==> src/rtl/mdio_pkg.sv <==
package mdio_pkg;
  localparam int BIT_W = 7;
  localparam logic [BIT_W-1:0] PRE_LAST  = 7'd31;
  localparam logic [BIT_W-1:0] ST_LO     = 7'd32;
  localparam logic [BIT_W-1:0] ST_HI     = 7'd33;
  localparam logic [BIT_W-1:0] OP_A      = 7'd34;
  localparam logic [BIT_W-1:0] OP_B      = 7'd35;
  localparam logic [BIT_W-1:0] PA_LAST   = 7'd40;
  localparam logic [BIT_W-1:0] RA_LAST   = 7'd45;
  localparam logic [BIT_W-1:0] RD_IN_LO  = 7'd47;
  localparam logic [BIT_W-1:0] RD_IN_HI  = 7'd62;
  localparam logic [BIT_W-1:0] RD_FINAL  = 7'd63;
  localparam logic [BIT_W-1:0] WR_OUT_LO = 7'd48;
  localparam logic [BIT_W-1:0] WR_OUT_HI = 7'd63;
  localparam logic [BIT_W-1:0] WR_FINAL  = 7'd64;
  localparam int DATA_W = 16;
  localparam int ADDR_W = 5;
endpackage

==> src/rtl/mdio_timebase.sv <==
module mdio_timebase #(
  parameter int DIV_W = 12
) (
  input  logic             clk,
  input  logic             rst_n,
  input  logic             load_i,
  input  logic             run_i,
  input  logic [DIV_W-1:0] half_i,
  output logic             phase_o,
  output logic             bit_end_o
);
  logic [DIV_W-1:0] half_q, half_d;
  logic [DIV_W-1:0] div_q, div_d;
  logic             phase_q, phase_d;
  logic             half_end;

  assign half_end  = run_i && (div_q == half_q - DIV_W'(1));
  assign bit_end_o = half_end && phase_q;
  assign phase_o   = phase_q;

  always_comb begin
    half_d  = half_q;
    div_d   = div_q;
    phase_d = phase_q;
    if (load_i) begin
      half_d  = (half_i == '0) ? DIV_W'(1) : half_i;
      div_d   = '0;
      phase_d = 1'b0;
    end else if (run_i) begin
      if (half_end) begin
        div_d   = '0;
        phase_d = ~phase_q;
      end else begin
        div_d = div_q + DIV_W'(1);
      end
    end
  end

  always_ff @(posedge clk or negedge rst_n) begin
    if (!rst_n) begin
      half_q  <= DIV_W'(1);
      div_q   <= '0;
      phase_q <= 1'b0;
    end else begin
      half_q  <= half_d;
      div_q   <= div_d;
      phase_q <= phase_d;
    end
  end

  // divider never leaves its window and the phase length is never zero
  p_div_window_r7: assert property (@(posedge clk) disable iff (!rst_n)
    run_i |-> (half_q != '0) && (div_q < half_q));
  // the phase flips only at the end of a phase
  p_phase_flip_r7: assert property (@(posedge clk) disable iff (!rst_n)
    (run_i && !load_i && !half_end) |=> $stable(phase_q));
endmodule

==> src/rtl/mdio_field_mux.sv <==
module mdio_field_mux
  import mdio_pkg::*;
(
  input  logic [BIT_W-1:0]  bit_i,
  input  logic              wr_i,
  input  logic [ADDR_W-1:0] phy_i,
  input  logic [ADDR_W-1:0] reg_i,
  input  logic [DATA_W-1:0] wdata_i,
  output logic              oe_o,
  output logic              val_o,
  output logic              sample_o,
  output logic              last_o
);
  logic [BIT_W-1:0] off_phy, off_reg, off_dat;

  assign off_phy = PA_LAST - bit_i;
  assign off_reg = RA_LAST - bit_i;
  assign off_dat = WR_OUT_HI - bit_i;
  assign last_o  = wr_i ? (bit_i == WR_FINAL) : (bit_i == RD_FINAL);

  always_comb begin
    oe_o     = 1'b0;
    val_o    = 1'b0;
    sample_o = 1'b0;
    if (bit_i <= PRE_LAST) begin
      oe_o  = 1'b1;
      val_o = 1'b1;
    end else if (bit_i == ST_LO) begin
      oe_o = 1'b1;
    end else if (bit_i == ST_HI) begin
      oe_o  = 1'b1;
      val_o = 1'b1;
    end else if (bit_i == OP_A) begin
      oe_o  = 1'b1;
      val_o = ~wr_i;
    end else if (bit_i == OP_B) begin
      oe_o  = 1'b1;
      val_o = wr_i;
    end else if (bit_i <= PA_LAST) begin
      oe_o  = 1'b1;
      val_o = phy_i[off_phy[2:0]];
    end else if (bit_i <= RA_LAST) begin
      oe_o  = 1'b1;
      val_o = reg_i[off_reg[2:0]];
    end else if (wr_i) begin
      if (bit_i >= WR_OUT_LO && bit_i <= WR_OUT_HI) begin
        oe_o  = 1'b1;
        val_o = wdata_i[off_dat[3:0]];
      end
    end else begin
      sample_o = (bit_i >= RD_IN_LO) && (bit_i <= RD_IN_HI);
    end
  end
endmodule

==> src/rtl/mdio_frame_master.sv <==
module mdio_frame_master
  import mdio_pkg::*;
#(
  parameter int DIV_W = 12
) (
  input  logic              clk,
  input  logic              rst_n,
  input  logic              start_i,
  input  logic              is_write_i,
  input  logic [4:0]        phy_addr_i,
  input  logic [4:0]        reg_addr_i,
  input  logic [15:0]       wr_data_i,
  input  logic [DIV_W-1:0]  half_cycles_i,
  output logic              busy_o,
  output logic              done_o,
  output logic [15:0]       rd_data_o,
  output logic              mgmt_clk_o,
  output logic              mgmt_do_o,
  output logic              mgmt_oe_o,
  input  logic              mgmt_di_i
);
  logic rst_s1, rst_n_s;

  always_ff @(posedge clk or negedge rst_n) begin
    if (!rst_n) begin
      rst_s1  <= 1'b0;
      rst_n_s <= 1'b0;
    end else begin
      rst_s1  <= 1'b1;
      rst_n_s <= rst_s1;
    end
  end

  logic              busy_q, busy_d, done_q, done_d;
  logic [BIT_W-1:0]  bit_q, bit_d;
  logic              wr_q;
  logic [ADDR_W-1:0] phy_q, reg_q;
  logic [DATA_W-1:0] wdata_q, rdata_q, rdata_d;
  logic              accept, phase, bit_end;
  logic              f_oe, f_val, f_smp, f_last;

  assign accept = start_i && !busy_q;

  mdio_timebase #(.DIV_W(DIV_W)) u_tb (
    .clk       (clk),
    .rst_n     (rst_n_s),
    .load_i    (accept),
    .run_i     (busy_q),
    .half_i    (half_cycles_i),
    .phase_o   (phase),
    .bit_end_o (bit_end)
  );

  mdio_field_mux u_mux (
    .bit_i    (bit_q),
    .wr_i     (wr_q),
    .phy_i    (phy_q),
    .reg_i    (reg_q),
    .wdata_i  (wdata_q),
    .oe_o     (f_oe),
    .val_o    (f_val),
    .sample_o (f_smp),
    .last_o   (f_last)
  );

  always_comb begin
    busy_d  = busy_q;
    done_d  = 1'b0;
    bit_d   = bit_q;
    rdata_d = rdata_q;
    if (accept) begin
      busy_d  = 1'b1;
      bit_d   = '0;
      rdata_d = '0;
    end else if (busy_q && bit_end) begin
      if (f_smp) rdata_d = {rdata_q[DATA_W-2:0], mgmt_di_i};
      if (f_last) begin
        busy_d = 1'b0;
        done_d = 1'b1;
      end else begin
        bit_d = bit_q + BIT_W'(1);
      end
    end
  end

  always_ff @(posedge clk or negedge rst_n_s) begin
    if (!rst_n_s) begin
      busy_q  <= 1'b0;
      done_q  <= 1'b0;
      bit_q   <= '0;
      rdata_q <= '0;
    end else begin
      busy_q  <= busy_d;
      done_q  <= done_d;
      bit_q   <= bit_d;
      rdata_q <= rdata_d;
    end
  end

  always_ff @(posedge clk or negedge rst_n_s) begin
    if (!rst_n_s) begin
      wr_q    <= 1'b0;
      phy_q   <= '0;
      reg_q   <= '0;
      wdata_q <= '0;
    end else if (accept) begin
      wr_q    <= is_write_i;
      phy_q   <= phy_addr_i;
      reg_q   <= reg_addr_i;
      wdata_q <= wr_data_i;
    end
  end

  assign busy_o     = busy_q;
  assign done_o     = done_q;
  assign rd_data_o  = rdata_q;
  assign mgmt_clk_o = busy_q && phase;
  assign mgmt_oe_o  = busy_q && f_oe;
  assign mgmt_do_o  = busy_q && f_oe && f_val;

  // pins quiet outside a frame
  p_idle_quiet_r1: assert property (@(posedge clk) disable iff (!rst_n_s)
    !busy_o |-> (!mgmt_clk_o && !mgmt_oe_o && !mgmt_do_o));
  // input bits are taken with the line released and the clock high
  p_sample_released_r5: assert property (@(posedge clk) disable iff (!rst_n_s)
    (busy_q && bit_end && f_smp) |-> (!mgmt_oe_o && mgmt_clk_o));
  // drive pins constant inside a bit time
  p_bit_stable_r7: assert property (@(posedge clk) disable iff (!rst_n_s)
    (busy_q && !bit_end) |=> ($stable(mgmt_oe_o) && $stable(mgmt_do_o)));
  // a start while busy leaves the latched request untouched
  p_ignore_start_r8: assert property (@(posedge clk) disable iff (!rst_n_s)
    (busy_o && start_i) |=> ($stable(wr_q) && $stable(phy_q) && $stable(reg_q) && $stable(wdata_q)));
  // busy only ends with done
  p_busy_ends_done_r8: assert property (@(posedge clk) disable iff (!rst_n_s)
    $fell(busy_o) |-> done_o);
  // done is a single cycle
  p_done_pulse_r9: assert property (@(posedge clk) disable iff (!rst_n_s)
    done_o |=> !done_o);
  // read data held while idle and no start
  p_rdata_hold_r9: assert property (@(posedge clk) disable iff (!rst_n_s)
    (!busy_o && !start_i) |=> $stable(rd_data_o));
  // a write returns zero
  p_write_zero_r9: assert property (@(posedge clk) disable iff (!rst_n_s)
    (done_o && wr_q) |-> (rd_data_o == '0));
endmodule

==> config.mk <==
export PLATFORM = sky130hd
export DESIGN_NAME = mdio_frame_master
export DESIGN_NICKNAME = d
export VERILOG_FILES = /design/src/rtl/mdio_pkg.sv /design/src/rtl/mdio_timebase.sv /design/src/rtl/mdio_field_mux.sv /design/src/rtl/mdio_frame_master.sv
export SDC_FILE = /design/constraint.sdc
export NUM_CORES = 1
export LEC_CHECK = 0
export CELL_PAD_IN_SITES_DETAIL_PLACEMENT = 0
export CELL_PAD_IN_SITES_GLOBAL_PLACEMENT = 1
export CORE_MARGIN = 2
export CORE_UTILIZATION = 43
export DETAILED_ROUTE_END_ITERATION = 8
export GPL_ROUTABILITY_DRIVEN = 0
export PLACE_DENSITY = 0.83
export SYNTH_ARGS = -nofsm -noshare
export SYNTH_HDL_FRONTEND = slang
export SYNTH_SLANG_ARGS = --single-unit
==> constraint.sdc <==
create_clock -name clk -period 2.8 [get_ports clk]
set_input_delay 0.28 -clock clk [delete_from_list [all_inputs] [get_ports clk]]
set_output_delay 0.28 -clock clk [all_outputs]
set_load 0.005 [all_outputs]
# After elaboration in Yosys (flattened, before gate mapping)
# Cells that the tools add are included.
dict set report word_totals {
  in_bits 43
  regBits 79
}
dict set report classes {
  mux 52
  addsub 6
  n_reduce_logical 20
  n_bitwise 2
  order_cmp 10
  eq_ne 8
}
# operator n
set op_table {}
lappend op_table {{two-way mux 12 bit} 4}
lappend op_table {{two-way mux 16 bit} 3}
lappend op_table {{two-way mux 1 bit} 39}
lappend op_table {{== test 7 x 6 -> 1 bit, second input constant} 5}
lappend op_table {{<= comparator 7 x 6 -> 1 bit, second input constant} 4}
lappend op_table {{two-way mux 7 bit} 3}
lappend op_table {{>= comparator 7 x 6 -> 1 bit, second input constant} 2}
lappend op_table {{adder 12 x 1 -> 12 bit, second input constant} 1}
lappend op_table {{== test 12 bit} 1}
lappend op_table {{logical NOT 12 bit} 1}
lappend op_table {{subtractor 12 x 1 -> 12 bit, second input constant} 1}
lappend op_table {{nonzero test 2 bit} 5}
lappend op_table {{logical AND 1 bit} 9}
lappend op_table {{less-than comparator 3 x 4 -> 1 bit, second input constant} 2}
lappend op_table {{AND reduction 2 bit} 4}
lappend op_table {{adder 7 x 1 -> 7 bit, second input constant} 1}
lappend op_table {{== test 7 bit, second input constant} 1}
lappend op_table {{<= comparator 7 x 5 -> 1 bit, second input constant} 1}
lappend op_table {{binary-select mux 1 bit (select 3 bit)} 2}
lappend op_table {{less-than comparator 4 x 5 -> 1 bit, second input constant} 1}
lappend op_table {{binary-select mux 1 bit (select 4 bit)} 1}
lappend op_table {{subtractor 4 bit, first input constant} 1}
lappend op_table {{subtractor 1 x 3 -> 3 bit, first input constant} 1}
lappend op_table {{subtractor 3 bit, first input constant} 1}
lappend op_table {{other kinds (3)} 4}

# Logic depth before layout (Yosys ltp)
dict set report depth {
  depth_word 13
  ltp_mapped 11
}

# Cells and area by module
# A second synthesis with hierarchy kept.
dict set report unflattened {
  cells_unflattened 465
  area_unflattened_um2 4300.4
}
# mod cells_per_inst instances area_per_inst_um2
set by_module_without_submodules {}
lappend by_module_without_submodules {mdio_frame_master 230 1 2137.0}
lappend by_module_without_submodules {mdio_timebase 162 1 1582.8}
lappend by_module_without_submodules {mdio_field_mux 73 1 580.6}

# Worst setup path after synthesis
# No wires, ideal clock.
dict set report synth_path {
  path_type {register to register}
  startpoint {reg bit_q[0]}
  endpoint {reg rdata_q[4], in the netlist rd_data_o[4]}
  required_ps 2721
  path_stages_with_launch 12
  slack_ps 31
  synth_period_minus_slack_ps 2769
  t_arrival_ps 2689
  cell_sequence {dfrtp_1 buf_1 inv_1 ha_1 ha_1 inv_1 a21oi_1 o21bai_1 o2111ai_1 nor4_4 buf_6 mux2i_1}
}
dict set report synth_via {
  elab_chain_len 12
  word_cells_on_any_way 20
  cone_classes {order compare: 5; eq/ne: 4; mux: 8; reduce/logical: 3}
}
# element line_no
set synth_lines {}
lappend synth_lines {{start: declaration} mdio_frame_master.sv:35} ;# logic [BIT_W-1:0] bit_q, bit_d;
lappend synth_lines {{start signal: assignment} mdio_frame_master.sv:95} ;# bit_q <= bit_d;
lappend synth_lines {{>= comparator 7 x 6 -> 1 bit / <= comparator 7 x 6 -> 1 bit (equally long branches)} mdio_field_mux.sv:51} ;# sample_o = (bit_i >= RD_IN_LO) && (bit_i <= RD_IN_HI);
lappend synth_lines {{logical AND 1 bit} mdio_field_mux.sv:51}
lappend synth_lines {{two-way mux 1 bit} mdio_field_mux.sv:45} ;# end else if (wr_i) begin
lappend synth_lines {{two-way mux 1 bit} mdio_field_mux.sv:42} ;# end else if (bit_i <= RA_LAST) begin
lappend synth_lines {{two-way mux 1 bit} mdio_field_mux.sv:39} ;# end else if (bit_i <= PA_LAST) begin
lappend synth_lines {{two-way mux 1 bit} mdio_field_mux.sv:36} ;# end else if (bit_i == OP_B) begin
lappend synth_lines {{two-way mux 1 bit} mdio_field_mux.sv:33} ;# end else if (bit_i == OP_A) begin
lappend synth_lines {{two-way mux 1 bit} mdio_field_mux.sv:30} ;# end else if (bit_i == ST_HI) begin
lappend synth_lines {{two-way mux 1 bit} mdio_field_mux.sv:28} ;# end else if (bit_i == ST_LO) begin
lappend synth_lines {{two-way mux 1 bit (*)} mdio_field_mux.sv:25} ;# if (bit_i <= PRE_LAST) begin
lappend synth_lines {{nonzero test 2 bit (no source line) (*)} n/a}
lappend synth_lines {{AND reduction 2 bit (no source line) (*)} n/a}
lappend synth_lines {{end signal: assignment} mdio_frame_master.sv:96} ;# rdata_q <= rdata_d;
lappend synth_lines {{end: declaration} mdio_frame_master.sv:38} ;# logic [DATA_W-1:0] wdata_q, rdata_q, rdata_d;
# Every way passes the cells marked *; elsewhere a longest branch is shown, timed or not.
# A chain may end at the register's enable or synchronous reset.

# Worst setup path after layout
dict set report layout_path {
  startpoint {reg bit_q[1]}
  endpoint {out mgmt_do_o}
}
dict set report layout_via {
  elab_chain_len 13
  word_cells_on_any_way 39
  cone_classes {add/sub: 3; order compare: 5; eq/ne: 4; mux: 24; reduce/logical: 3}
}
# element line_no
set layout_lines {}
lappend layout_lines {{subtractor 4 bit (tied with other cells)} mdio_field_mux.sv:18} ;# assign off_dat = WR_OUT_HI - bit_i;
lappend layout_lines {{binary-select mux 1 bit (select 4 bit) / logical AND 1 bit (equally long branches)} {mdio_field_mux.sv:48, mdio_field_mux.sv:46}}
lappend layout_lines {{two-way mux 1 bit, on equally long branches} {mdio_field_mux.sv:48, mdio_field_mux.sv:46}}
lappend layout_lines {{two-way mux 1 bit, on equally long branches} {mdio_field_mux.sv:46, mdio_field_mux.sv:45}}
lappend layout_lines {{two-way mux 1 bit, on equally long branches} {mdio_field_mux.sv:45, mdio_field_mux.sv:42}}
lappend layout_lines {{two-way mux 1 bit, on equally long branches} {mdio_field_mux.sv:42, mdio_field_mux.sv:39}}
lappend layout_lines {{two-way mux 1 bit, on equally long branches} {mdio_field_mux.sv:39, mdio_field_mux.sv:36}}
lappend layout_lines {{two-way mux 1 bit, on equally long branches} {mdio_field_mux.sv:36, mdio_field_mux.sv:33}}
lappend layout_lines {{two-way mux 1 bit, on equally long branches} {mdio_field_mux.sv:33, mdio_field_mux.sv:30}}
lappend layout_lines {{two-way mux 1 bit, on equally long branches} {mdio_field_mux.sv:30, mdio_field_mux.sv:28}}
lappend layout_lines {{two-way mux 1 bit, on equally long branches} {mdio_field_mux.sv:28, mdio_field_mux.sv:25}}
lappend layout_lines {{two-way mux 1 bit / logical AND 1 bit (equally long branches)} {mdio_field_mux.sv:25, mdio_frame_master.sv:119}}
lappend layout_lines {{logical AND 1 bit (*)} mdio_frame_master.sv:119} ;# assign mgmt_do_o = busy_q && f_oe && f_val;
lappend layout_lines {{end: declaration} mdio_frame_master.sv:18} ;# output logic mgmt_do_o,
# Every way passes the cells marked *; elsewhere a longest branch is shown, timed or not. The select of a mux whose other input is x is not followed.

==> run metrics <==
initial drt markers about 140; Worst Path Required roughly 2500 ps; Initial Util 0.4420; Layout area overhead 25.28%; worst setup path class register to output pin; Static Leakage approximately 2.3 nW; critical path capture point type output pin; initial antenna violation count 0; Rows 36; pwr/cell area between 500 and 600 mW/mm^2; Setup crit start bit_q[1]$_DFFE_PN0P_; Die X-Extent between 100 and 150 microns; DIE AREA about 0.011 sq mm; chip height 104.0 microns; crit-path max FO 4; Fillers between 800 and 900; reg2reg start u_tb.half_q[0]$_DFFE_PN1P_; Critical Path End mgmt_do_o; RSZ-0062 raised after global routing false; sequential share of the synthesized area 0.4600; post-synth top area share 0.4539; setup violators final 0; ys async rst share 1.000; largest net degree at the start of global routing between 70 and 80; maximum root-to-sink buffer count 2; first-pass GRT wire length ~16 mm; Max-Cap Viols 0; FF-to-FF setup slack about 140 ps; vias in the first global route between 3000 and 4000; element type at the critical path start register; clock sink total 79; worst slew pin tran ~980 ps; Synth cell types 56; critical path data arrival time 2380 ps; Reg clk slew, reported paths roughly 80 ps; total gr overflow 0; Synth area leader dfrtp_1; CTS H-Tree Depth 3; io pins 64; most frequent cell after synthesis dfrtp_1; HPWL Detailed 6.457 mm; peak supply drop about 0.23 mV; antenna diode count 0; Top FF cell, synth dfrtp_1; ANT nets after route 0; final wirelength a little over 9 mm; layout cell share with drive strength beyond 1 0.2077; post-layout min period between 2000 and 3000 ps; All-Layer GR Usage 0.1790; min-delay worst type input port to async pin; Num CTS Buffers 9; Slew Viols, Final 0; drt first pass iters 4; CTS tree done; Slew HR 0.3455; syn_area_per_cell roughly 11 sq um; max frequency around 380 MHz; Yosys warning total 0; Final Net Count 515; Core Region around 0.0097 sq mm; Worst-Skew Late Latency 350 ps; outcome finished clean; Final Skew 4.536 ps; Vias/cell approximately 5.3; Tcrit/Tclk final 0.9507; clk root buf clkbuf_8; Final Hold Viols 0; Mapped Area 0.004300 sq mm; reg2reg end rd_data_o[4]$_DFFE_PN0P_; number of synthesized register bits between 70 and 80; port bufs 63; top cells by count, synth 78 x dfrtp_1, 57 x nand2_1, 38 x mux2_2; number of synthesized flops with an enable pin 0; worst r2r path cells 10; setup tns final 0 ps; syn nets approximately 440; Area contributors post-synth dfrtp_1 45%, mux2_2 10%, mux2i_1 5.6%; via count 3205; wire per inst 15.41 microns; DRC 0; Design Power ~2.9 mW; Cells after Synth 391
placed cells by master (no fill, tap or decap), drive strengths merged, types with 2 or more instances in the layout:
master,instances
a211o,2
a211oi,2
a21oi,10
a311oi,2
a32oi,2
and3,7
and4,2
buf,13
clkbuf,12
clkdlybuf4s50,62
clkinv,3
clkinvlp,2
dfrtp,78
ha,10
inv,13
mux2,38
mux2i,24
mux4,6
nand2,57
nand2b,5
nand3,14
nand4,5
nor2,8
nor2b,3
nor3,7
nor4,7
nor4b,2
o21ai,18
o21bai,3
o22ai,2
or2,3
or3,2
xnor2,15
xor2,10
layout make-up:
cell class | count | area, sq um | area share
Clock inverter | 5 | 33.78 | 0.006270
Inverter | 13 | 48.80 | 0.009057
Timing Repair Buffer | 77 | 772.0 | 0.1433
Multi-Input combinational cell | 282 | 2242 | 0.4162
Clock buffer | 11 | 141.4 | 0.02624
Tap cell | 133 | 166.4 | 0.03089
Sequential cell | 79 | 1983 | 0.3681
cell families after synthesis:
kind of cell    share of synthesized area
buf+inv                           0.02822
mux                                0.1868
compound gates                    0.08613
simple gates                       0.1580
xor+xnor                          0.05092
other cells                     0.0008720
fa+ha+maj                         0.02910
flops                              0.4600
where the power goes:
group | internal [mW] | switching, mW
registers | 1.27 | 0.206
clock network | 0.345 | 0.419
logic | 0.371 | 0.297
total | 1.99 | 0.922
through the flow:
step | area (sq um) | utilization | hold slack (ps) | setup WS [ps] | std cells
6_report | 5388 | 0.5538 | 73.35 | 137.9 | 600
5_1_grt | 5388 | 0.5538 | 52.30 | 6.990 | 600
4_1_cts | 5338 | 0.5486 | 60.71 | 87.54 | 597
3_5_place_dp | 5111 | 0.5253 | 337.3 | 114.0 | 579
3_3_place_gp | 5111 | 0.5253 | 337.4 | 184.1 | 579
2_1_floorplan | 4300 | - | -15.59 | 31.23 | 391
routing by layer:
metal	share of wire	track usage	up-vias
met5	0	0	-
met4	0.011	0.05309	0
met3	0.053	0.05075	8
met2	0.45	0.2617	84
met1	0.48	0.2590	1576
li1	-	-	1537
critical path, stage by stage (launching register included):
cell	delay, ps
dfrtp_1	390
inv_1	120
ha_4	300
mux4_2	270
nor2b_1	150
o32a_1	330
o22ai_1	130
a21oi_1	90
dlygate4sd2_1	260
worst min path at each step:
stage,endpoint,slack (ps),cells past startpoint
after floorplan,rst_n_s$_DFF_PN0_,-20,0
after global placement,rst_n_s$_DFF_PN0_,340,0
after detailed placement,rst_n_s$_DFF_PN0_,340,0
after CTS,rst_n_s$_DFF_PN0_,60,1
after global routing,rst_n_s$_DFF_PN0_,50,1
final,rst_n_s$_DFF_PN0_,70,1
what timing repair did:
action / 4_1_cts / 5_1_grt
endpoints found under the setup margin: 1 / 12
hold buffers: 0 / 0
pin swaps: 2 / 5
buffers inserted: 2 / 2
gates resized for setup: 9 / 1
cloned: 0 / 1
hold endpoints to repair: 0 / 0
registers in the layout, indices dropped and copies added, names as in the netlist:
name          flops
rd_data_o        16
wdata_q          16
u_tb.div_q       12
u_tb.half_q      12
bit_q             7
phy_q             5
reg_q             5
busy_o            1
done_o            1
rst_n_s           1
rst_s1            1
u_tb.phase_o      1
wr_q              1
Power figures use the tool's default switching activity.
